--- src/rtl/fwd_pkg.sv ---
package fwd_pkg;

    localparam int FWD_DATA_W = 32;
    localparam int FWD_IDX_W  = 3;
    localparam int FWD_NUM_OPND = 2;

    // Operand source codes; bit 1 flags the younger stage, bit 0 the older one.
    typedef enum logic [1:0] {
        SRC_REGFILE = 2'b00,
        SRC_WBACK   = 2'b01,
        SRC_EXMEM   = 2'b10
    } opnd_src_e;

    // Fixed priority: the younger producer overrides the older one.
    function automatic opnd_src_e pick_source(input logic hit_young, input logic hit_old);
        opnd_src_e s;
        if (hit_young)
            s = SRC_EXMEM;
        else if (hit_old)
            s = SRC_WBACK;
        else
            s = SRC_REGFILE;
        return s;
    endfunction

endpackage

--- src/rtl/fwd_hit_detect.sv ---
module fwd_hit_detect #(
    parameter int IDX_W = fwd_pkg::FWD_IDX_W
) (
    input  logic [IDX_W-1:0] src_idx,
    input  logic             prod_wr_en,
    input  logic [IDX_W-1:0] prod_dst_idx,
    output logic             hit
);
    localparam logic [IDX_W-1:0] HARDWIRED_ZERO = '0;

    logic dst_live;

    always_comb begin
        dst_live = prod_wr_en && (prod_dst_idx != HARDWIRED_ZERO);
        hit      = dst_live && (prod_dst_idx == src_idx);
    end

    always_comb begin

        if (!prod_wr_en)
            r7_disabled_stage_chk: assert (!hit);
    end

endmodule

--- src/rtl/fwd_operand_mux.sv ---
module fwd_operand_mux #(
    parameter int DATA_W = fwd_pkg::FWD_DATA_W,
    parameter int IDX_W  = fwd_pkg::FWD_IDX_W
) (
    input  logic [IDX_W-1:0]  src_idx,
    input  logic [DATA_W-1:0] rf_data,
    input  logic              xm_wr_en,
    input  logic [IDX_W-1:0]  xm_dst_idx,
    input  logic [DATA_W-1:0] xm_data,
    input  logic              mw_wr_en,
    input  logic [IDX_W-1:0]  mw_dst_idx,
    input  logic [DATA_W-1:0] mw_data,
    output logic [DATA_W-1:0] opnd_data,
    output logic [1:0]        opnd_sel
);
    import fwd_pkg::*;

    logic      hit_xm;
    logic      hit_mw;
    opnd_src_e src;

    fwd_hit_detect #(.IDX_W(IDX_W)) u_hit_xm (
        .src_idx      (src_idx),
        .prod_wr_en   (xm_wr_en),
        .prod_dst_idx (xm_dst_idx),
        .hit          (hit_xm)
    );

    fwd_hit_detect #(.IDX_W(IDX_W)) u_hit_mw (
        .src_idx      (src_idx),
        .prod_wr_en   (mw_wr_en),
        .prod_dst_idx (mw_dst_idx),
        .hit          (hit_mw)
    );

    always_comb begin
        src      = pick_source(hit_xm, hit_mw);
        opnd_sel = src;
        unique case (src)
            SRC_EXMEM: opnd_data = xm_data;
            SRC_WBACK: opnd_data = mw_data;
            default:   opnd_data = rf_data;
        endcase
    end

    always_comb begin

        if (hit_xm && hit_mw)
            r6_younger_wins_chk: assert (opnd_sel == 2'b10 && opnd_data == xm_data);

        if (opnd_sel == 2'b10)
            r1_exmem_value_chk: assert (opnd_data == xm_data && hit_xm);

        if (opnd_sel == 2'b01)
            r2_wback_value_chk: assert (opnd_data == mw_data && hit_mw && !hit_xm);

        if (!hit_xm && !hit_mw)
            r5_regfile_pass_chk: assert (opnd_sel == 2'b00 && opnd_data == rf_data);
        sel_code_legal_chk: assert (opnd_sel != 2'b11);
    end

endmodule

--- src/rtl/exec_operand_fwd.sv ---
module exec_operand_fwd #(
    parameter int DATA_W = fwd_pkg::FWD_DATA_W,
    parameter int IDX_W  = fwd_pkg::FWD_IDX_W
) (
    input  logic [IDX_W-1:0]  src_a_idx,
    input  logic [IDX_W-1:0]  src_b_idx,
    input  logic [DATA_W-1:0] rf_a_data,
    input  logic [DATA_W-1:0] rf_b_data,
    input  logic              xm_wr_en,
    input  logic [IDX_W-1:0]  xm_dst_idx,
    input  logic [DATA_W-1:0] xm_alu_data,
    input  logic              mw_wr_en,
    input  logic [IDX_W-1:0]  mw_dst_idx,
    input  logic [DATA_W-1:0] mw_wb_data,
    output logic [DATA_W-1:0] opnd_a_data,
    output logic [DATA_W-1:0] opnd_b_data,
    output logic [1:0]        opnd_a_sel,
    output logic [1:0]        opnd_b_sel
);
    localparam int NUM_OPND = fwd_pkg::FWD_NUM_OPND;

    logic [NUM_OPND-1:0][IDX_W-1:0]  src_idx_v;
    logic [NUM_OPND-1:0][DATA_W-1:0] rf_data_v;
    logic [NUM_OPND-1:0][DATA_W-1:0] opnd_data_v;
    logic [NUM_OPND-1:0][1:0]        opnd_sel_v;

    assign src_idx_v = {src_b_idx, src_a_idx};
    assign rf_data_v = {rf_b_data, rf_a_data};

    // one independent selector per operand
    for (genvar g = 0; g < NUM_OPND; g++) begin : g_opnd
        fwd_operand_mux #(.DATA_W(DATA_W), .IDX_W(IDX_W)) u_mux (
            .src_idx    (src_idx_v[g]),
            .rf_data    (rf_data_v[g]),
            .xm_wr_en   (xm_wr_en),
            .xm_dst_idx (xm_dst_idx),
            .xm_data    (xm_alu_data),
            .mw_wr_en   (mw_wr_en),
            .mw_dst_idx (mw_dst_idx),
            .mw_data    (mw_wb_data),
            .opnd_data  (opnd_data_v[g]),
            .opnd_sel   (opnd_sel_v[g])
        );
    end

    assign opnd_a_data = opnd_data_v[0];
    assign opnd_b_data = opnd_data_v[1];
    assign opnd_a_sel  = opnd_sel_v[0];
    assign opnd_b_sel  = opnd_sel_v[1];

    always_comb begin

        if (xm_dst_idx == '0 && mw_dst_idx == '0)
            r4_zero_dst_chk: assert (opnd_a_sel == 2'b00 && opnd_b_sel == 2'b00);

        if (src_a_idx == src_b_idx)
            r3_same_src_agree_chk: assert (opnd_a_sel == opnd_b_sel);
    end

endmodule

--- config.mk ---
export PLATFORM = sky130hd
export DESIGN_NAME = exec_operand_fwd
export DESIGN_NICKNAME = d
export VERILOG_FILES = /design/src/rtl/fwd_pkg.sv /design/src/rtl/fwd_hit_detect.sv /design/src/rtl/fwd_operand_mux.sv /design/src/rtl/exec_operand_fwd.sv
export SDC_FILE = /design/constraint.sdc
export NUM_CORES = 1
export LEC_CHECK = 0
export ABC_CLOCK_PERIOD_IN_PS = 1200
export CORE_AREA = 3 3 81 83
export DETAILED_ROUTE_END_ITERATION = 10
export DIE_AREA = 0 0 84 86
export DONT_BUFFER_PORTS = 1
export GPL_ROUTABILITY_DRIVEN = 1
export PLACE_DENSITY_LB_ADDON = 0.25
export SLEW_MARGIN = 20
export SYNTH_ARGS = -nofsm -noshare
export SYNTH_HDL_FRONTEND = slang
export SYNTH_SLANG_ARGS = --single-unit
--- constraint.sdc ---
create_clock -name vclk -period 1.2
set_input_delay 0.18 -clock vclk [all_inputs]
set_output_delay 0.18 -clock vclk [all_outputs]
set_load 0.005 [all_outputs]
==> results summary, run 1 <==
STA puts the critical path data arrival time at ~1.2 ns. Net switching is a little over half of the power. For this run, design rule violations remaining after detail routing come to 0. The number of design-rule violations left by the first detailed-router iteration came out at 71. The vias per cell is 5.90. The die is between 80 and 90 µm wide. The via count of the first global-routing pass came to ~1.7k. The checks that failed: negative setup slack.

The minimum clock period came out at ~1.4 ns. The mean cell area of the mapped netlist is between 6 and 7 µm². Setup repair after global routing could not meet its margin everywhere. Ranked by total cell area, the synthesized netlist is headed by sky130_fd_sc_hd__mux2i_1, sky130_fd_sc_hd__nand2_1, sky130_fd_sc_hd__o21ai_0. The largest incremental delay on the critical path is between 0.2 and 0.3 ns.

The detailed placement HPWL is roughly 4700 µm. The final cell utilization of the core came out at a little under two fifths. The cell depth of the worst hold path came out at 2. The number of flip-flops and latches is 0. The wire length per cell is 20.8 µm. The switching component of the power came out at 0.345 mW. Counting every net in the synthesized netlist gives 388.

For this run, the top clock speed supported by timing is about 700 MHz. The initial antenna violation count is 0. The finished cells cover roughly 2200 µm². The area of the mapped netlist is roughly 1600 µm². The number of standard-cell rows in the floorplan came out at 28.

Across the VDD grid, the largest voltage drop is 101 µV. The proportion of power drawn by the clock network came out at 0%. The worst setup path is of the in2out kind.

Cells with a size suffix above 1 make up between 30% and 40% of the layout. The combinational fraction of design power is between 90% and 100%. The all-layer global routing usage is 13.3%. sky130_fd_sc_hd__mux2i_1 takes more of the synthesized area than any other cell.

The number of clock buffers in the layout came out at 0. The number of antenna repair diodes is 0. In this run the most critical hold path is launched from xm_alu_data[21]. The routed layout has between 1.5k and 2k vias. The final layout contains routed wiring with a total length of roughly 6600 µm. The initial core utilization came out at between 20 and 30%. Compared with the post-synthesis result, the final layout area differs by 32.3%.

The share of the synthesized area in the top cell type came out at between 30% and 40%. The number of maximum-capacitance violations came out at 0. The count of endpoints failing setup in the final report came out at 66. The worst setup path is captured at an output pin.

The setup slack at placement came out at -0.184 ns. After clock tree synthesis, the flow added hold-fix buffers numbering 0. The number of warnings printed during yosys synthesis came out at 0. The design draws roughly 0.66 mW. In this run the top signal layer used is met4.

The worst hold margin came out at ~0.44 ns. The transition at the pin with the smallest max-transition slack is roughly 0.3 ns. The final worst-path cycle share is 117%.

The register cell area after layout came out at 0 µm². The relative slew slack came out at 79.6%. The power density over cell area is 305 nW/µm². The placed standard-cell area came out at between 1500 and 2000 µm². The length of routed met3 wiring is 583 µm. Of all nets on the critical path, the largest fanout is 19. The area of the die came out at 7220 µm². The end point of the most critical hold path is opnd_b_data[21]. The internal power is ~0.32 mW.

For this block, wires on met1 add up to ~2400 µm. The first-pass GRT wire length is 8270 µm. The total met2 wirelength after detailed routing is 3490 µm. The height of the chip came out at ~86 µm. The data required time of the worst path came out at 1.02 ns. The count of pins over their slew limit came out at 0. The static power due to leakage is between 1 and 1.5 nW. The weighted congestion reported at the end of routability-driven placement is around 0.79.

The worst setup path is launched from an input port. The hold violation total from the final report was 0. The run finished, with violations left. The net total in the final layout came out at about 380. The number of nets still failing antenna checks after routing is 0.

The pin count of the biggest net entering global routing came out at 37. The kind of path behind the tightest hold check is in2out. The signal on the critical path passes through o21bai_4 -> o21ai_2 -> nand4_4 -> buf_12 -> mux2i_1 -> o21ai_4. The register share of total power is 0%. The number of different library cells in the post-synthesis netlist is 17. The placeable core area came out at ~6000 µm².

Sequential elements use 0% of the synthesized area. In this run the tool buffered the top-level ports with 0 buffer cells. The final global-route overflow total is 0. The count of boundary I/O pins is 210. The smallest setup slack after layout came out at -0.210 ns.

The gate count after technology mapping came out at around 250. The number of iterations in the first detailed-routing pass is 4. Among all stages on the critical path, the largest delay is contributed by sky130_fd_sc_hd__mux2i_1.
## cells by family (layout without fill, tap and decap cells)
kind of cell    count (synthesis)  in the layout  share of synthesized area [%]
xor+xnor                        8              8                           4.27
simple gates                   81             81                           21.6
compound gates                 71             71                           23.7
buf+inv                        22             16                           11.4
mux                            64             64                           39.0
## final cells by class
type | instances | area (µm²)
Tap cell | 75 | 93.8
Fill cell | 611 | 3750
Timing Repair Buffer | 16 | 282
Multi-Input combinational cell | 224 | 1800
## critical path: cells and delay by family
kind                   cells  cell delay, ns
muxes                      1            0.29
AOI/OAI and AO/OA          3            0.41
buffers and inverters      1            0.20
and+or+nand+nor            1            0.13
## cell usage after synthesis
cell type	instances
sky130_fd_sc_hd__nand2_1	68
sky130_fd_sc_hd__mux2i_1	64
sky130_fd_sc_hd__o21ai_0	34
sky130_fd_sc_hd__o21ai_1	30
sky130_fd_sc_hd__buf_6	10
sky130_fd_sc_hd__buf_4	8
sky130_fd_sc_hd__xnor2_1	8
sky130_fd_sc_hd__clkbuf_1	4
sky130_fd_sc_hd__nand3_1	4
sky130_fd_sc_hd__nor2_1	4
sky130_fd_sc_hd__a22oi_1	2
sky130_fd_sc_hd__nand4_4	2
sky130_fd_sc_hd__nor2b_1	2
sky130_fd_sc_hd__o21ai_2	2
sky130_fd_sc_hd__o22ai_2	2
sky130_fd_sc_hd__and3b_1	1
sky130_fd_sc_hd__o21bai_2	1
## through the flow
step           TNS, ns  std cells
2_1_floorplan    -3.95        246
5_1_grt         -11.59        315
3_3_place_gp     -8.47        308
4_1_cts          -7.04        308
3_5_place_dp     -8.54        308
6_report         -7.81        315
## cell usage in the layout, fill, tap and decap left out, types with 3 or more instances in the layout
master,netlist,routed
sky130_fd_sc_hd__o21ai_2,2,12
sky130_fd_sc_hd__nor2_1,4,3
sky130_fd_sc_hd__nand3_1,4,4
sky130_fd_sc_hd__nand2_1,68,51
sky130_fd_sc_hd__mux2i_1,64,56
sky130_fd_sc_hd__nand2_4,0,7
sky130_fd_sc_hd__buf_12,0,8
sky130_fd_sc_hd__xnor2_1,8,6
sky130_fd_sc_hd__mux2i_2,0,8
sky130_fd_sc_hd__buf_6,10,5
sky130_fd_sc_hd__o21ai_4,0,13
sky130_fd_sc_hd__nand2_2,0,10
sky130_fd_sc_hd__o21ai_1,30,41
## power groups by stage
| stage | Combinational [mW] | Sequential [mW] | Clock [mW] |
|---|---|---|---|
| after global routing | 0.714 | 0 | 0 |
| after detailed placement | 0.517 | 0 | 0 |
| after floorplan | 0.444 | 0 | 0 |
| after CTS | 0.529 | 0 | 0 |
| after global placement | 0.516 | 0 | 0 |
| final | 0.662 | 0 | 0 |
## worst max path at each step
stage | start | end | slack [ns] | cells after the start
global placement | xm_dst_idx[0] | opnd_a_data[5] | -0.18 | 5
finish | mw_dst_idx[0] | opnd_b_data[15] | -0.21 | 6
global route | mw_dst_idx[0] | opnd_b_data[15] | -0.24 | 6
detailed placement | xm_dst_idx[0] | opnd_a_data[5] | -0.18 | 5
floorplan | mw_dst_idx[0] | opnd_a_data[11] | -0.08 | 6
CTS | mw_dst_idx[0] | opnd_a_data[18] | -0.16 | 6
## layer usage
metal	global-route usage (%)	vias up
met5	0	-
met4	0	0
met3	1.73	9
met2	27.8	155
met1	15.1	834
li1	-	862
## repair_timing
action / in CTS / in global routing
endpoints found under the setup margin: 67 / 67
cloned: 0 / 5
buffers inserted: 0 / 2
resized for setup: 13 / 72
pin swaps: 1 / 17
(Power assumes the default switching activity.)
==> inputs of run 2 (changes only) <==
- RECOVER_POWER: default -> 25
==> run 2 against run 1 <==
The run still ends with negative setup slack left. Non-clock buffer count unchanged. Hold slack unchanged. Utilization decreased by 0.085 points. Die area unchanged. Critical path type unchanged.
==> results summary, run 2 (same netlist as run 1, synthesis figures left out) <==
The setup slack at placement came to -0.184 ns (unchanged). The final reports fail on negative setup slack. The first-pass GRT wire length is 8270 µm (unchanged). The static power due to leakage was 1.05 nW (about the same). The flow ran to the end, but the final reports show violations. The height of the chip came out at 86 µm (unchanged). The cell count after placement came out at 308 (unchanged). The number of design-rule violations left by the first detailed-router iteration was 71 (unchanged). The all-layer global routing usage is 13.3% (unchanged). Setup repair after global routing could not meet its margin everywhere. The area of the die came out at 7220 µm² (unchanged). The number of standard-cell rows in the floorplan is 28 (unchanged). The fill cell instance count of the final layout is 612 (+0.16%). The initial antenna violation count came out at 0 (unchanged). The number of antenna repair diodes is 0 (unchanged).

The final global-route overflow total came out at 0 (unchanged). The met2 global-route usage was 27.8% (unchanged). The library cells used most frequently in the layout, excluding fill and tap cells, are sky130_fd_sc_hd__mux2i_1, sky130_fd_sc_hd__nand2_1, sky130_fd_sc_hd__o21ai_1. The data arrival time of the worst path is 1.23 ns (about the same).

The global routing met3 resource utilization came out at 1.73% (unchanged). The smallest setup slack after layout is -0.210 ns (unchanged). The weighted congestion reported at the end of routability-driven placement came out at 0.792 (unchanged). The wire length per cell came out at 20.8 µm (about the same). The via count of the first global-routing pass came out at 1728 (unchanged).

The multi-input gate area in the final layout came out at 1800 µm² (unchanged). The transition at the pin with the smallest max-transition slack is 0.298 ns (unchanged). The hold violation total from the final report was 0 (unchanged). The number of flip-flops and latches is 0 (unchanged).

Leaving out fill and tap cells, the most frequent cell in the layout is sky130_fd_sc_hd__mux2i_1. The pin count of the biggest net entering global routing came out at 37 (unchanged). The number of clock buffers in the layout came out at 0 (unchanged). The power density over cell area is 305 nW/µm² (about the same).

The vias per cell came out at 5.90 (unchanged). In this run the worst hold path is classified as in2out. The end point of the most critical hold path is opnd_b_data[21]. The kind of launch point of the worst setup path is an input port. The placeable core area is 5920 µm² (unchanged). The number of vias in the routed layout came to 1860 (unchanged). The net total in the final layout came to 384 (unchanged). The total wire length was 6560 µm (about the same). The number of remaining DRC errors came out at 0 (unchanged). The number of iterations in the first detailed-routing pass came out at 4 (unchanged).

The critical path capture point type is an output pin. The relative slew slack was 79.6% (unchanged). The highest-utilization routing layer at the global route stage is met2.

The detailed placement HPWL came out at 4710 µm (unchanged). The register cell area after layout came out at 0 µm² (unchanged). The count of pins over their slew limit came out at 0 (unchanged). Relative to the synthesized area, the layout overhead comes to 32.0%. The number of nets still failing antenna checks after routing is 0 (unchanged). The data required time of the worst path is 1.02 ns (about the same). The initial core utilization came to 27.7% (unchanged). The cell depth of the worst hold path is 2 (unchanged). In this run the most critical hold path is launched from xm_alu_data[21]. The share of layout cells above drive strength 1 was 32.1% (unchanged). The largest incremental delay on the critical path is 0.29 ns (about the same).

The maximum operating frequency came out at 709 MHz (unchanged). The count of boundary I/O pins is 210 (unchanged). The maximum vdd ir drop came to 101 µV (about the same). The number of maximum-capacitance violations came to 0 (unchanged).

The global-route met1 utilization came out at 15.1% (unchanged). The critical-path maximum fanout came to 19 (unchanged). The critical path goes through o21bai_4 -> o21ai_2 -> nand4_4 -> buf_12 -> mux2i_1 -> o21ai_4.

The count of endpoints failing setup in the final report came out at 67 (+1.5%). The minimum clock period came out at 1.41 ns (unchanged). The post-route non-filler standard cell count came out at 315 (unchanged). The final worst-path cycle share came out at 117% (unchanged). The worst hold margin is 0.440 ns (unchanged).

The number of input and output port buffers inserted is 0 (unchanged). The width of the chip came out at 84 µm (unchanged). Among all stages on the critical path, the largest delay is contributed by sky130_fd_sc_hd__mux2i_1. The critical path in this run is classified as in2out.
[run 2: how the worst max path moves through the flow]
stage / start / end / slack [ns]
floorplan: mw_dst_idx[0] / opnd_a_data[11] / -0.08
global placement: xm_dst_idx[0] / opnd_a_data[5] / -0.18
detailed placement: xm_dst_idx[0] / opnd_a_data[5] / -0.18
CTS: mw_dst_idx[0] / opnd_a_data[18] / -0.16
global route: mw_dst_idx[0] / opnd_b_data[15] / -0.24
finish: mw_dst_idx[0] / opnd_b_data[15] / -0.21
[run 2: cell type report]
class | count | area share [%]
well taps | 75 | 4.33
multi-input cells | 224 | 82.9
repair buffers | 16 | 12.8
[run 2: worst max-delay path: cells and delay by family]
kind	cells	cell delay, ns
muxes	1	0.29
and+or+nand+nor	1	0.13
buffers and inverters	1	0.20
AOI/OAI and AO/OA	3	0.41
[run 2: what timing repair did]
action,in CTS,in global routing
gates resized for setup,13,72
pin swaps,1,17
gates cloned,0,5
buffers inserted,0,2
endpoints found under the setup margin,67,67
hold buffers,0,0
[run 2: through the flow]
| stage | util, % | TNS (ns) | cell area [µm²] | power [mW] |
|---|---|---|---|---|
| final | 36.6 | -8.13 | 2170 | 0.660 |
| after global routing | 36.6 | -11.85 | 2170 | 0.713 |
| after floorplan | - | -3.95 | 1690 | 0.444 |
| after global placement | 29.4 | -8.47 | 1740 | 0.516 |
| after detailed placement | 29.4 | -8.54 | 1740 | 0.517 |
| after CTS | 29.9 | -7.04 | 1770 | 0.529 |
[run 2: per-layer routing]
metal	routed length (µm)	share of wire, %	vias to the layer above
li1	-	-	862
met5	0	0	-
met1	2390	36	834
met3	583	8.9	9
met2	3490	53	155
met4	93	1.4	0
[run 2: where the power goes]
part / total (mW) / switching (mW) / internal (mW)
clock network: 0 / 0 / 0
logic: 0.660 / 0.345 / 0.315
registers: 0 / 0 / 0
total: 0.660 / 0.345 / 0.315
==> inputs of run 3 (changes only) <==
- ABC_CLOCK_PERIOD_IN_PS: 1200 -> 1300
- clock period: 1.2 -> 1.3 ns (I/O delays scaled with it)
==> run 3 against run 2 <==
The flow still finishes with violations (negative setup slack). First-iteration DRC count fell by 17%. Combinational power fell by 19%. Count of clock-buffer cells in the layout did not move. Utilization fell by 4.0 points. Via count fell by 3.9%. Cell count fell by 1.3%. Non-clock buffer count fell by 4. Hold slack improved by 0.039 ns. Worst setup slack improved by 0.12 ns. Total power fell by 19%. Largest power group unchanged. Highest routed layer unchanged.
==> results summary, run 3 (same netlist as run 1, synthesis figures left out) <==
The final reports fail on negative setup slack. The number of vias in the routed layout came out at 1788 (-3.9%). The count of pins over their slew limit came out at 0 (unchanged). The number of standard-cell rows in the floorplan was 28 (unchanged). The minimum clock period came out at about 1.4 ns. The wire length per cell was 18.9 µm (-9.1%). The growth of design area from synthesis to finish is 17.7%. The relative slew slack came to 84.5% (+5.0 points).

The width of the chip is 84 µm (unchanged). The vias per cell came out at 5.75 (-2.6%). The via count of the first global-routing pass came out at 1684 (-2.5%).

After layout, the worst path uses 107% of the clock period. The final global-route overflow total came out at 0 (unchanged). The area of the die came to 7220 µm² (unchanged).

The flow ran to the end, but the final reports show violations. The worst hold path terminates at opnd_a_data[29]. The register cell area after layout is 0 µm² (unchanged). The cell depth of the worst hold path came to 2 (unchanged). The static power due to leakage is 0.973 nW (-7.0%). The number of input and output port buffers inserted came out at 0 (unchanged). The cell count after placement came to 308 (unchanged).

The number of iterations in the first detailed-routing pass is 4 (unchanged). In the layout the commonest cells are sky130_fd_sc_hd__nand2_1, sky130_fd_sc_hd__mux2i_1, sky130_fd_sc_hd__o21ai_1. The number of nets still failing antenna checks after routing was 0 (unchanged). The setup slack at placement is -0.150 ns (+0.0340 ns). The most common library cell in the layout ignoring fill and taps is sky130_fd_sc_hd__nand2_1. The detailed placement HPWL came out at 4700 µm (-0.12%). The number of flip-flops and latches is 0 (unchanged). The number of remaining DRC errors is 0 (unchanged). The data arrival time of the worst path is 1.20 ns (-0.03 ns).

The initial core utilization came to 27.7% (unchanged). The pin count of the biggest net entering global routing is 35 (-5.4%). The transition at the pin with the smallest max-transition slack was 0.225 ns (-0.0724 ns).

The total wire length was 5890 µm (-10%). The final total power is 0.532 mW (-19%). The data required time of the worst path came out at 1.11 ns (+0.09 ns). The type of the worst setup path is in2out. The placeable core area is 5920 µm² (unchanged). The number of maximum-capacitance violations came out at 0 (unchanged). The initial antenna violation count came to 0 (unchanged). The hold violation total from the final report came out at 0 (unchanged). The share of layout cells above drive strength 1 came out at 22.5% (-9.6 points). The number of antenna repair diodes is 0 (unchanged). The maximum operating frequency came out at 718 MHz. The worst hold path begins at xm_alu_data[29]. The total negative slack for setup checks came to -2.90 ns (+5.23 ns). STA classifies the critical path endpoint as an output pin. The height of the chip came out at 86 µm (unchanged).

The number of design-rule violations left by the first detailed-router iteration is 59 (-17%). The first-pass GRT wire length came out at 7970 µm (-3.6%). The hold buffer count at cts came out at 0 (unchanged). The kind of launch point of the worst setup path is an input port. The critical-path maximum fanout came out at 13 (-6). The number of clock buffers in the layout came out at 0 (unchanged). The smallest setup slack after layout is -0.0922 ns (+0.118 ns). The count of boundary I/O pins is 210 (unchanged).

The net total in the final layout is 380 (-1.0%). The weighted congestion reported at the end of routability-driven placement came out at 0.762 (-3.8%). The fill cell instance count of the final layout came out at 636 (+3.9%). The maximum vdd ir drop came out at 108 µV (+7.1%). The final cell utilization of the core is 32.6% (-4.0 points). The count of endpoints failing setup in the final report came out at 61 (-9.0%).

The all-layer global routing usage came to 13.0% (-0.32 points). The post-route non-filler standard cell count was 311 (-1.3%). Setup repair after global routing could not meet its margin everywhere.

The power density over cell area is 275 nW/µm² (-9.6%). The worst hold path belongs to the class in2out.
-- run 3: repair_timing --
action / CTS / global route
endpoints found under the setup margin: 66 / 65
pin swaps: 1 / 2
buffers inserted: 0 / 1
gates cloned: 0 / 2
resized for setup: 16 / 25
-- run 3: stage by stage --
step           instance area, µm²  hold slack [ns]
3_5_place_dp                 1730            0.491
4_1_cts                      1770            0.489
3_3_place_gp                 1730            0.492
2_1_floorplan                1680            0.484
5_1_grt                      1930            0.490
6_report                     1930            0.479
-- run 3: routing by layer --
layer  part of all wire (%)  track usage, %  vias to the layer above  routed length, µm
li1                       -               -                      854                  -
met1                     34            13.7                      796               2010
met2                     57            27.8                      133               3330
met3                    8.3            1.73                        5                491
met4                   0.90            1.02                        0                 53
met5                      0               0                        -                  0
-- run 3: worst max-delay path by stage --
stage,startpoint,to,slack [ns],depth (start not counted)
after floorplan,mw_dst_idx[0],opnd_a_data[11],-0.007,6
after global placement,xm_dst_idx[0],opnd_a_data[31],-0.12,5
after detailed placement,xm_dst_idx[0],opnd_b_data[30],-0.15,5
after CTS,mw_dst_idx[0],opnd_a_data[15],-0.08,6
after global routing,src_a_idx[2],opnd_a_data[14],-0.16,7
final,xm_dst_idx[0],opnd_a_data[0],-0.09,6
-- run 3: cell type report --
class	count	area, µm²	area share [%]
tap	75	93.8	4.86
multi-input combinational	224	1610	83.3
timing repair buffer	12	229	11.9
-- run 3: where the power goes --
part	internal (mW)	leakage [nW]	total [mW]	switching [mW]
registers	0	0	0	0
clock network	0	0	0	0
logic	0.250	0.973	0.532	0.282
-- run 3: worst max-delay path: stages --
cell                        delay [ns]
sky130_fd_sc_hd__and3b_2          0.21
sky130_fd_sc_hd__a22oi_2          0.17
sky130_fd_sc_hd__o22ai_4          0.11
sky130_fd_sc_hd__buf_12           0.15
sky130_fd_sc_hd__clkbuf_16        0.18
sky130_fd_sc_hd__o21ai_1          0.17
